===== config.mk =====
export PLATFORM = sky130hd
export DESIGN_NAME = plinkMaster
export DESIGN_NICKNAME = d
export VERILOG_FILES = /design/src/rtl/plinkPkg.sv /design/src/rtl/plinkDatapath.sv /design/src/rtl/plinkControl.sv /design/src/rtl/plinkMaster.sv
export SDC_FILE = /design/constraint.sdc
export NUM_CORES = 1
export LEC_CHECK = 0
export BUFFER_PORTS_ARGS = -buffer_cell sky130_fd_sc_hd__buf_4
export CAP_MARGIN = 25
export CORE_ASPECT_RATIO = 0.5
export CORE_UTILIZATION = 50
export DETAILED_ROUTE_END_ITERATION = 12
export PLACE_DENSITY_LB_ADDON = 0.08
export SLEW_MARGIN = 10
export SYNTH_ARGS = -nofsm -noshare
export SYNTH_HDL_FRONTEND = slang
export SYNTH_SLANG_ARGS = --single-unit
export TNS_END_PERCENT = 5

===== constraint.sdc =====
create_clock -name clk -period 4.1 [get_ports clk]
set_clock_uncertainty 0.2 [all_clocks]
set_input_delay 0.615 -clock clk [delete_from_list [all_inputs] [get_ports clk]]
set_output_delay 0.615 -clock clk [all_outputs]
set_load 0.1 [all_outputs]

===== src/rtl/plinkPkg.sv =====
package plinkPkg;
  localparam int FRAME_BITS = 12;  // start + 8 data + parity + 2 stop
  localparam int RX_SAMPLES = 11;  // samples after the start bit

  typedef enum logic [3:0] {
    S_OFF, S_HOLD, S_SETTLE, S_IDLE, S_READY, S_TX, S_TURN, S_RXWAIT, S_RXBITS
  } plinkState_t;

  // strobes from control to datapath
  typedef struct packed {
    logic clkRun;     // divider running, link clock toggling
    logic loadTx;     // capture txByte into the frame shifter
    logic shiftTx;    // present next frame bit (falling edge)
    logic driveLow;   // force data output low (entry hold)
    logic driveHigh;  // force data output high
    logic shiftRx;    // capture a received bit (rising edge)
    logic tmoRun;     // receive timeout counter running
  } plinkStrobe_t;
endpackage


===== src/rtl/plinkDatapath.sv =====
module plinkDatapath
  import plinkPkg::*;
#(
  parameter int DIV_W      = 8,
  parameter int TMO_CYCLES = 1000
) (
  input  logic             clk,
  input  logic             rstN,
  input  logic [DIV_W-1:0] divider,
  input  plinkStrobe_t     stb,
  input  logic [7:0]       txByte,
  input  logic             dataIn,
  output logic             fallTick,
  output logic             riseTick,
  output logic             linkClk,
  output logic             txBit,
  output logic [7:0]       rxByte,
  output logic             rxErr,
  output logic             tmoHit
);
  localparam int TMO_W = $clog2(TMO_CYCLES + 1);

  logic [DIV_W-1:0]            divCnt;
  logic                        clkReg;
  logic                        tick;
  logic [FRAME_BITS-1:0]       txShift;
  logic [RX_SAMPLES-1:0]       rxShift;
  logic [TMO_W-1:0]            tmoCnt;

  // rate generator: half period of divider+1 cycles
  always_ff @(posedge clk) begin
    if (!rstN || !stb.clkRun) begin
      divCnt <= '0;
      clkReg <= 1'b1;
    end else if (divCnt == divider) begin
      divCnt <= '0;
      clkReg <= ~clkReg;
    end else begin
      divCnt <= divCnt + 1'b1;
    end
  end

  assign tick     = stb.clkRun && (divCnt == divider);
  assign fallTick = tick && clkReg;
  assign riseTick = tick && !clkReg;
  assign linkClk  = clkReg;

  // transmit shifter, refilled with ones so idle bits come for free
  always_ff @(posedge clk) begin
    if (!rstN) begin
      txShift <= '1;
      txBit   <= 1'b1;
    end else begin
      if (stb.loadTx) begin
        txShift <= {2'b11, ^txByte, txByte, 1'b0};
      end else if (stb.shiftTx) begin
        txBit   <= txShift[0];
        txShift <= {1'b1, txShift[FRAME_BITS-1:1]};
      end
      if (stb.driveLow)       txBit <= 1'b0;
      else if (stb.driveHigh) txBit <= 1'b1;
    end
  end

  // receive shifter, LSB arrives first
  always_ff @(posedge clk) begin
    if (!rstN)            rxShift <= '0;
    else if (stb.shiftRx) rxShift <= {dataIn, rxShift[RX_SAMPLES-1:1]};
  end

  assign rxByte = rxShift[7:0];
  assign rxErr  = (^rxShift[8:0]) | ~(rxShift[9] & rxShift[10]);

  // start-bit timeout
  always_ff @(posedge clk) begin
    if (!rstN || !stb.tmoRun) tmoCnt <= '0;
    else                      tmoCnt <= tmoCnt + 1'b1;
  end

  assign tmoHit = stb.tmoRun && (tmoCnt == TMO_W'(TMO_CYCLES - 1));

  // control may only move transmit data on a falling link edge
  assert_shift_edge_R6: assert property (@(posedge clk) disable iff (!rstN)
    stb.shiftTx |-> fallTick);

  // control may only sample received data on a rising link edge
  assert_sample_edge_R9: assert property (@(posedge clk) disable iff (!rstN)
    stb.shiftRx |-> riseTick);
endmodule


===== src/rtl/plinkControl.sv =====
module plinkControl
  import plinkPkg::*;
#(
  parameter int HOLD_CYCLES   = 16,
  parameter int SETTLE_CYCLES = 64
) (
  input  logic         clk,
  input  logic         rstN,
  input  logic         enterReq,
  input  logic         entryMode,
  input  logic         exitReq,
  input  logic         txValid,
  input  logic         rxReq,
  input  logic         fallTick,
  input  logic         riseTick,
  input  logic         dataIn,
  input  logic         tmoHit,
  output plinkStrobe_t stb,
  output logic         txReady,
  output logic         rxDone,
  output logic         rxTimeout,
  output logic         active,
  output logic         dataOe,
  output logic         rstOe
);
  localparam int WAIT_MAX  = (HOLD_CYCLES > SETTLE_CYCLES) ? HOLD_CYCLES : SETTLE_CYCLES;
  localparam int WAIT_W    = $clog2(WAIT_MAX + 1);
  localparam int CNT_W     = $clog2(2 * FRAME_BITS);
  localparam int IDLE_LAST = 2 * FRAME_BITS - 1;

  plinkState_t     state;
  logic            modeRst;
  logic            dirTx;
  logic [WAIT_W-1:0] waitCnt;
  logic [CNT_W-1:0]  bitCnt;

  always_comb begin
    stb           = '0;
    stb.clkRun    = !(state inside {S_OFF, S_HOLD, S_SETTLE});
    stb.driveLow  = (state == S_HOLD) && !modeRst;
    stb.driveHigh = (state == S_SETTLE) || ((state == S_HOLD) && modeRst) ||
                    ((state == S_TURN) && fallTick && bitCnt == CNT_W'(1));
    stb.loadTx    = (state == S_READY) && !exitReq && txValid && dirTx;
    stb.shiftTx   = fallTick && ((state == S_IDLE) ||
                    ((state == S_TX) && bitCnt != CNT_W'(FRAME_BITS)));
    stb.shiftRx   = (state == S_RXBITS) && riseTick;
    stb.tmoRun    = (state == S_RXWAIT);
  end

  always_ff @(posedge clk) begin
    if (!rstN) begin
      state     <= S_OFF;
      modeRst   <= 1'b0;
      dirTx     <= 1'b0;
      waitCnt   <= '0;
      bitCnt    <= '0;
      rxDone    <= 1'b0;
      rxTimeout <= 1'b0;
    end else begin
      rxDone <= 1'b0;
      unique case (state)
        S_OFF: if (enterReq) begin
          modeRst <= entryMode;
          dirTx   <= 1'b1;
          waitCnt <= '0;
          state   <= S_HOLD;
        end
        S_HOLD: if (waitCnt == WAIT_W'(HOLD_CYCLES - 1)) begin
          waitCnt <= '0;
          state   <= S_SETTLE;
        end else waitCnt <= waitCnt + 1'b1;
        S_SETTLE: if (waitCnt == WAIT_W'(SETTLE_CYCLES - 1)) begin
          bitCnt <= '0;
          state  <= S_IDLE;
        end else waitCnt <= waitCnt + 1'b1;
        S_IDLE: if (fallTick) begin
          if (bitCnt == CNT_W'(IDLE_LAST)) state <= S_READY;
          else bitCnt <= bitCnt + 1'b1;
        end
        S_READY: begin
          bitCnt <= '0;
          if (exitReq) begin
            dirTx <= 1'b0;
            state <= S_OFF;
          end else if (txValid) begin
            state <= dirTx ? S_TX : S_TURN;
          end else if (rxReq) begin
            dirTx     <= 1'b0;
            rxTimeout <= 1'b0;
            state     <= S_RXWAIT;
          end
        end
        S_TX: if (fallTick) begin
          if (bitCnt == CNT_W'(FRAME_BITS)) state <= S_READY;
          else bitCnt <= bitCnt + 1'b1;
        end
        S_TURN: if (fallTick) begin
          if (bitCnt == CNT_W'(1)) begin
            dirTx <= 1'b1;
            state <= S_READY;
          end else bitCnt <= bitCnt + 1'b1;
        end
        S_RXWAIT: if (tmoHit) begin
          rxDone    <= 1'b1;
          rxTimeout <= 1'b1;
          state     <= S_READY;
        end else if (riseTick && !dataIn) begin
          bitCnt <= '0;
          state  <= S_RXBITS;
        end
        S_RXBITS: if (riseTick) begin
          if (bitCnt == CNT_W'(RX_SAMPLES - 1)) begin
            rxDone <= 1'b1;
            state  <= S_READY;
          end else bitCnt <= bitCnt + 1'b1;
        end
        default: state <= S_OFF;
      endcase
    end
  end

  assign active  = (state != S_OFF);
  assign dataOe  = active && dirTx;
  assign rstOe   = active && modeRst;
  assign txReady = (state == S_READY) && dirTx && !exitReq;

  assert_tx_len_R6: assert property (@(posedge clk) disable iff (!rstN)
    (state == S_TX) |-> (bitCnt <= CNT_W'(FRAME_BITS)));

  // the line is released only at a frame boundary
  assert_release_R7: assert property (@(posedge clk) disable iff (!rstN)
    $fell(dirTx) |-> ($past(state) == S_READY));

  // ownership is taken back only by the turnaround wait, on a falling edge
  assert_take_line_R8: assert property (@(posedge clk) disable iff (!rstN)
    ($rose(dirTx) && $past(state) != S_OFF) |-> ($past(state) == S_TURN && $past(fallTick)));

  assert_rst_steady_R3: assert property (@(posedge clk) disable iff (!rstN)
    (active && $past(active)) |-> $stable(rstOe));

  assert_timeout_src_R11: assert property (@(posedge clk) disable iff (!rstN)
    $rose(rxTimeout) |-> ($past(state) == S_RXWAIT));

  assert_exit_boundary_R12: assert property (@(posedge clk) disable iff (!rstN)
    $fell(active) |-> ($past(state) == S_READY));
endmodule


===== src/rtl/plinkMaster.sv =====
module plinkMaster
  import plinkPkg::*;
#(
  parameter int DIV_W         = 8,
  parameter int HOLD_CYCLES   = 16,
  parameter int SETTLE_CYCLES = 64,
  parameter int TMO_CYCLES    = 1000
) (
  input  logic             clk,
  input  logic             rstN,
  input  logic [DIV_W-1:0] divider,
  input  logic             entryMode,
  input  logic             enterReq,
  input  logic             exitReq,
  input  logic             txValid,
  input  logic [7:0]       txData,
  output logic             txReady,
  input  logic             rxReq,
  output logic             rxDone,
  output logic [7:0]       rxData,
  output logic             rxFrameErr,
  output logic             rxTimeout,
  output logic             linkActive,
  output logic             linkClk,
  output logic             linkClkOe,
  output logic             dataOut,
  output logic             dataOe,
  input  logic             dataIn,
  output logic             tgtRstN,
  output logic             tgtRstOe
);
  plinkStrobe_t stb;
  logic fallTick, riseTick, tmoHit, active, rstOe;

  plinkControl #(
    .HOLD_CYCLES  (HOLD_CYCLES),
    .SETTLE_CYCLES(SETTLE_CYCLES)
  ) uCtrl (
    .clk      (clk),
    .rstN     (rstN),
    .enterReq (enterReq),
    .entryMode(entryMode),
    .exitReq  (exitReq),
    .txValid  (txValid),
    .rxReq    (rxReq),
    .fallTick (fallTick),
    .riseTick (riseTick),
    .dataIn   (dataIn),
    .tmoHit   (tmoHit),
    .stb      (stb),
    .txReady  (txReady),
    .rxDone   (rxDone),
    .rxTimeout(rxTimeout),
    .active   (active),
    .dataOe   (dataOe),
    .rstOe    (rstOe)
  );

  plinkDatapath #(
    .DIV_W     (DIV_W),
    .TMO_CYCLES(TMO_CYCLES)
  ) uPath (
    .clk     (clk),
    .rstN    (rstN),
    .divider (divider),
    .stb     (stb),
    .txByte  (txData),
    .dataIn  (dataIn),
    .fallTick(fallTick),
    .riseTick(riseTick),
    .linkClk (linkClk),
    .txBit   (dataOut),
    .rxByte  (rxData),
    .rxErr   (rxFrameErr),
    .tmoHit  (tmoHit)
  );

  assign linkActive = active;
  assign linkClkOe  = active;
  assign tgtRstOe   = rstOe;
  assign tgtRstN    = ~rstOe;
endmodule


==> impl_metrics.json, run 1 <==
{
  "r2r_start": "uCtrl.state[2]$_SDFFE_PN0P_",
  "antenna_cells": 0,
  "ys_seq_area_share_pct": 35.5,
  "dr.first_iter.drc_count": 242,
  "gp_congestion": 0.920,
  "ys_warn_count": 0,
  "cp.required_ns": 3.28,
  "grt-ovfl-total": 0,
  "ios": 43,
  "vdd_drop_max_uv": 266,
  "slew-limit-headroom_pct": 52.2,
  "grt_pass1_wl_um": 12000,
  "cts_tree": "yes",
  "die_area_um2": 7240,
  "clockRootBuffer": "clkbuf_16",
  "start_util_pct": 54.1,
  "finalPower_uw": 2060,
  "antenna_found_initial": 0,
  "drt_first_pass_iters": 5,
  "r2r-end": "uCtrl.bitCnt[4]$_SDFFE_PN0P_",
  "synth-edff-count": 0,
  "area.growth.synth_to_final_pct": 15.6,
  "ant_nets": 0,
  "grt_start_max_net_pins": 28,
  "route.detailed.drc": 0,
  "path_class": "reg -> out",
  "drive_above_1_share_pct": 18.1,
  "nNetsFinal": 442,
  "hold_depth": 1,
  "holdCritPathClass": "reg -> reg",
  "fmax_mhz": 326,
  "period_share_pct": 74.9,
  "rows": 20,
  "synthFlopType": "dfxtp_1",
  "die_x_um": 119,
  "portBuffers": 42,
  "power_density_nw_per_um2": 517,
  "max-clock-path-buffers": 2,
  "period_needed_ns": 3.07,
  "maxCapViolCount": 0,
  "fin_setup_tns_ns": 0,
  "yosysTopAreaCell": "dfxtp_1",
  "routed_via_density": 5.56,
  "worst-r2r-setup-slack_ns": 1.46,
  "top_layer": "met4",
  "cp-start-kind": "flop",
  "post_cts_resized": 0,
  "synth_top_area_share_pct": 35.5,
  "met3_length_um": 452,
  "final_cell_mix": "dfxtp_1, nor2_1, buf_4",
  "holdBufCountCts": 0,
  "syn_avg_cell_area_um2": 8.93,
  "final_common_cell": "dfxtp_1",
  "async_reset_ff_share_pct": 0,
  "status": "finished clean",
  "clkTransAtPathRegs_ns": 0.05,
  "syn-num-nets": 416,
  "met1_length_um": 3550,
  "rsz0062_at_grt": "no",
  "dr_total_vias": 2798,
  "whs_endpoint": "uPath.tmoCnt[0]$_SDFF_PP0_",
  "htree_levels": 3,
  "cts_setup_buffers": 0,
  "yosys-top-cells-area": "dfxtp_1, xnor2_1, nor2_1",
  "wl_met2_um": 3140,
  "synthCells": 385,
  "totalWireLength_um": 7220,
  "wl_per_cell_um": 14.3,
  "cts_sinks": 61,
  "slew_violations": 0,
  "fillers": 560,
  "worstRegToRegCells": 6,
  "netlist_area_um2": 3440,
  "worstMarginPinSlew_ns": 0.715,
  "synth.distinct_cells": 68,
  "hpwlAfterDp_um": 5260,
  "synth_seq_cells": 61,
  "endpoint_kind": "output port",
  "core_area_um2": 6360,
  "critPathArrivalTime_ns": 2.26,
  "grt_pass1_vias": 2554,
  "report.final.setup_viol": 0,
  "clk_latency_ns": 0.33,
  "grt.total_usage_pct": 21.9,
  "cp_max_fo": 18,
  "finalNonFillerCells": 503,
  "numPlacedInstances": 488,
  "p_leak_uw": 0.00156,
  "die_y_um": 60.7,
  "final_hold_viol_count": 0,
  "min_from": "uPath.tmoCnt[0]$_SDFF_PP0_",
  "cts_made_buffers": 9
}
==> synthesized netlist by cell type, types with 5 or more instances <==
master / count
a221o_1: 8
o311ai_0: 5
and3_1: 8
nand3_1: 11
xor2_1: 10
dfxtp_1: 61
nand2_1: 39
mux2i_1: 16
inv_1: 10
nand3b_1: 5
xnor2_1: 33
a21oi_1: 9
buf_2: 5
nor3_1: 6
o21ai_0: 8
ha_1: 7
clkbuf_1: 7
nor2_1: 49
buf_4: 11
==> power breakdown <==
group / internal, uW / switching [uW]
Combinational: 221 / 434
Sequential: 629 / 70.6
Clock: 453 / 249
==> kinds of logic after synthesis <==
kind of cell / share of synthesized area (%)
buffers and inverters: 6.07
adders and majority gates: 2.55
xor gates and xnor gates: 10.9
DFF: 35.5
muxes: 4.98
AOI/OAI and AO/OA: 16.0
and+or+nand+nor: 24.0
==> routing by layer <==
layer,track usage (%),vias to the layer above
li1,-,1404
met1,27.8,1312
met2,34.6,73
met3,7.42,9
met4,9.64,0
met5,0,-
==> cell type report <==
class | instances | area (um2) | area share (%)
multi-input combinational | 287 | 2010 | 50.5
sequential | 61 | 1220 | 30.7
timing repair buffer | 42 | 315 | 7.93
clock buffer | 14 | 274 | 6.89
tap | 88 | 110 | 2.77
inverter | 10 | 41.3 | 1.04
clock inverter | 1 | 5.00 | 0.126
==> worst max-delay path: stages (launching register included) <==
cell	delay [ns]
dfxtp_1	0.72
or4b_4	0.56
nor2_1	0.16
and2_1	0.18
buf_4	0.30
==> flip-flops by register name (all words and copies together), names as in the netlist, 4 cells and up <==
register,cells
uCtrl.waitCnt,7
uCtrl.state,4
uPath.tmoCnt,10
uPath.rxShift,11
uPath.divCnt,8
uCtrl.bitCnt,5
uPath.txShift,10
==> metrics by stage <==
step | util, % | hold slack [ns] | setup slack [ns] | area, um2
after floorplan | - | 0.230 | 0.100 | 3440
after global placement | 58.2 | 0.246 | 1.37 | 3700
after detailed placement | 58.2 | 0.261 | 1.26 | 3700
after CTS | 62.6 | 0.271 | 1.03 | 3980
after global routing | 62.6 | 0.287 | 0.944 | 3980
final | 62.6 | 0.263 | 1.03 | 3980
==> worst max path at each step <==
stage	depth (start not counted)	end	startpoint
after global placement	7	uPath.rxShift[7]$_SDFFE_PN0P_	divider[2]
final	4	txReady	uCtrl.state[2]$_SDFFE_PN0P_
after floorplan	5	tgtRstOe	uCtrl.state[1]$_SDFFE_PN0P_
after CTS	4	txReady	uCtrl.state[2]$_SDFFE_PN0P_
after detailed placement	7	uPath.rxShift[7]$_SDFFE_PN0P_	divider[4]
after global routing	4	txReady	uCtrl.state[2]$_SDFFE_PN0P_
(Power assumes the default switching activity.)
==> inputs of run 2 (changes only) <==
- ABC_AREA: default -> 1
- clock period: 4.1 -> 3.1 ns (I/O delays scaled with it)
==> impl_metrics.json, run 2 <==
{
  "start_util_pct": 51.8,
  "cts_made_buffers": 9,
  "yosysTopAreaCell": "dfxtp_1",
  "slew-limit-headroom_pct": 53.6,
  "multi_input_comb_area_um2": 1880,
  "die_area_um2": 7300,
  "netlist_area_um2": 3470,
  "top_regs": "uPath.rxShift (11), uPath.tmoCnt (10), uPath.txShift (10)",
  "routed_via_density": 4.84,
  "syn-num-nets": 558,
  "status": "finished clean",
  "endpoint_kind": "output port",
  "max-clock-path-buffers": 2,
  "p_comb_share_pct": 38.2,
  "cpMaxStageDelayCell": "dfxtp_1",
  "p_switching_uw": 1160,
  "synthFlopType": "dfxtp_1",
  "grt_start_max_net_pins": 29,
  "gp_congestion": 0.925,
  "ys_seq_area_share_pct": 35.2,
  "pwr-share-clk_pct": 30.3,
  "grt_pass1_wl_um": 12000,
  "holdBufCountCts": 0,
  "critPathArrivalTime_ns": 1.88,
  "p_leak_uw": 0.00182,
  "crit_chain": "inv_1 -> nand2_1 -> nor2_1 -> inv_1 -> nor2_2 -> inv_1 -> nor2_1 -> buf_4",
  "cts_tree": "yes",
  "drive_above_1_share_pct": 13.7,
  "die_y_um": 60.9,
  "p_int_uw": 1720,
  "clockRootBuffer": "clkbuf_16",
  "cp-start-kind": "flop",
  "finalNonFillerCells": 660,
  "path_class": "reg -> out",
  "core_area_um2": 6700,
  "largest_register_ffs": 11,
  "hold_ws_ns": 0.169,
  "grt-ovfl-total": 0,
  "grt.total_usage_pct": 21.2,
  "synth_seq_cells": 61,
  "nNetsFinal": 595,
  "maxCapViolCount": 0,
  "die_x_um": 120,
  "p_seq_share_pct": 31.5,
  "vdd_drop_max_uv": 333,
  "antenna_cells": 0,
  "place_area_um2": 3800,
  "totalWireLength_um": 7180,
  "post_cts_resized": 0,
  "yosysMostFrequentCell": "nand2_1",
  "rows": 21,
  "slowest_delay_ns": 0.34,
  "rsz0062_at_grt": "no",
  "drt_first_pass_iters": 5,
  "ys_warn_count": 0,
  "holdCritPathClass": "in -> reg",
  "r2r_start": "uCtrl.waitCnt[0]$_SDFFE_PN0P_",
  "yosys-top-cells-count": "nand2_1, nor2_1, inv_1",
  "ant_nets": 0,
  "slew_violations": 0,
  "power_density_nw_per_um2": 709,
  "synth-edff-count": 0,
  "fmax_mhz": 392,
  "worstMarginPinSlew_ns": 0.688,
  "report.final.setup_viol": 0,
  "wl_per_cell_um": 10.9,
  "area.growth.synth_to_final_pct": 17.0,
  "period_share_pct": 82.2,
  "final_hold_viol_count": 0,
  "grt_pass1_vias": 2736,
  "fin_area_um2": 4060,
  "seq_area_um2": 1220,
  "synth_top_area_share_pct": 35.2,
  "clkTransAtPathRegs_ns": 0.05,
  "final_cell_mix": "nand2_1, nor2_1, inv_1",
  "crit_top_cell": "inv_1",
  "antenna_found_initial": 0,
  "worstSetupStartpoint": "uCtrl.state[3]$_SDFFE_PN0P_",
  "final_common_cell": "nand2_1",
  "htree_levels": 3,
  "portBuffers": 42,
  "dr_total_vias": 3196,
  "period_needed_ns": 2.55,
  "final_util_pct": 60.7,
  "switching_share_pct": 40.2,
  "fin_setup_tns_ns": 0,
  "cts_sinks": 61,
  "numPlacedInstances": 645,
  "fillers": 694,
  "cts_setup_buffers": 0,
  "cp_max_fo": 5,
  "dr.first_iter.drc_count": 206,
  "yosys-top-cells-area": "dfxtp_1, nand2_1, nor2_1",
  "clk_latency_ns": 0.33,
  "syn_avg_cell_area_um2": 6.59,
  "regMostFlops": "uPath.rxShift",
  "async_reset_ff_share_pct": 0,
  "synthCells": 527,
  "min_from": "txData[2]",
  "hpwlAfterDp_um": 5340,
  "route.detailed.drc": 0,
  "ios": 43,
  "synth.distinct_cells": 35,
  "cp.required_ns": 2.43
}
## run 2: worst max-delay path, delay by kind of cell (launching register included)
family / cells / cell delay (ns)
AND/OR/NAND/NOR: 4 / 0.63
buffers and inverters: 4 / 0.58
flip-flops: 1 / 0.34
## run 2: stage by stage
step / worst slack [ns] / total power [uW]
after floorplan: 0.219 / 1820
after CTS: 0.535 / 2900
after detailed placement: 0.706 / 2010
final: 0.552 / 2880
after global routing: 0.373 / 3090
after global placement: 0.733 / 2010
## run 2: metal layers
layer	vias up	wire length, um	global-route usage (%)
met5	-	0	0
met4	0	68	6.79
met3	7	315	6.86
met2	60	3050	33.2
met1	1397	3750	28.1
li1	1732	-	-
## run 2: layout make-up
class / count / area share (%)
timing repair buffer: 43 / 7.94
clock buffer: 13 / 6.16
clock inverter: 2 / 0.246
sequential: 61 / 30.0
tap: 92 / 2.83
multi-input combinational: 379 / 46.3
inverter: 70 / 6.47
## run 2: worst paths after layout
path / to / slack [ns] / cells past startpoint
max reg2reg: uCtrl.waitCnt[5]$_SDFFE_PN0P_ / 0.79 / 9
min: uPath.txShift[3]$_SDFFE_PN1P_ / 0.17 / 3
max: txReady / 0.55 / 8
min reg2reg: uPath.txShift[9]$_SDFFE_PN1P_ / 0.26 / 2
## run 2: kinds of logic (layout without fill, tap and decap cells)
group           after synthesis  in the layout  share of synthesized area (%)
simple gates                284            284                           35.9
buf+inv                      87            128                           10.7
compound gates               66             66                           10.2
flops                        61             61                           35.2
xor+xnor                     22             22                           5.55
fa+ha+maj                     7              7                           2.52
## run 2: power groups by stage
stage | Combinational (uW) | Clock, uW | Sequential, uW
floorplan | 881 | 0 | 937
global placement | 1090 | 0 | 920
detailed placement | 1090 | 0 | 921
CTS | 1100 | 895 | 906
global route | 1230 | 939 | 914
finish | 1100 | 873 | 907
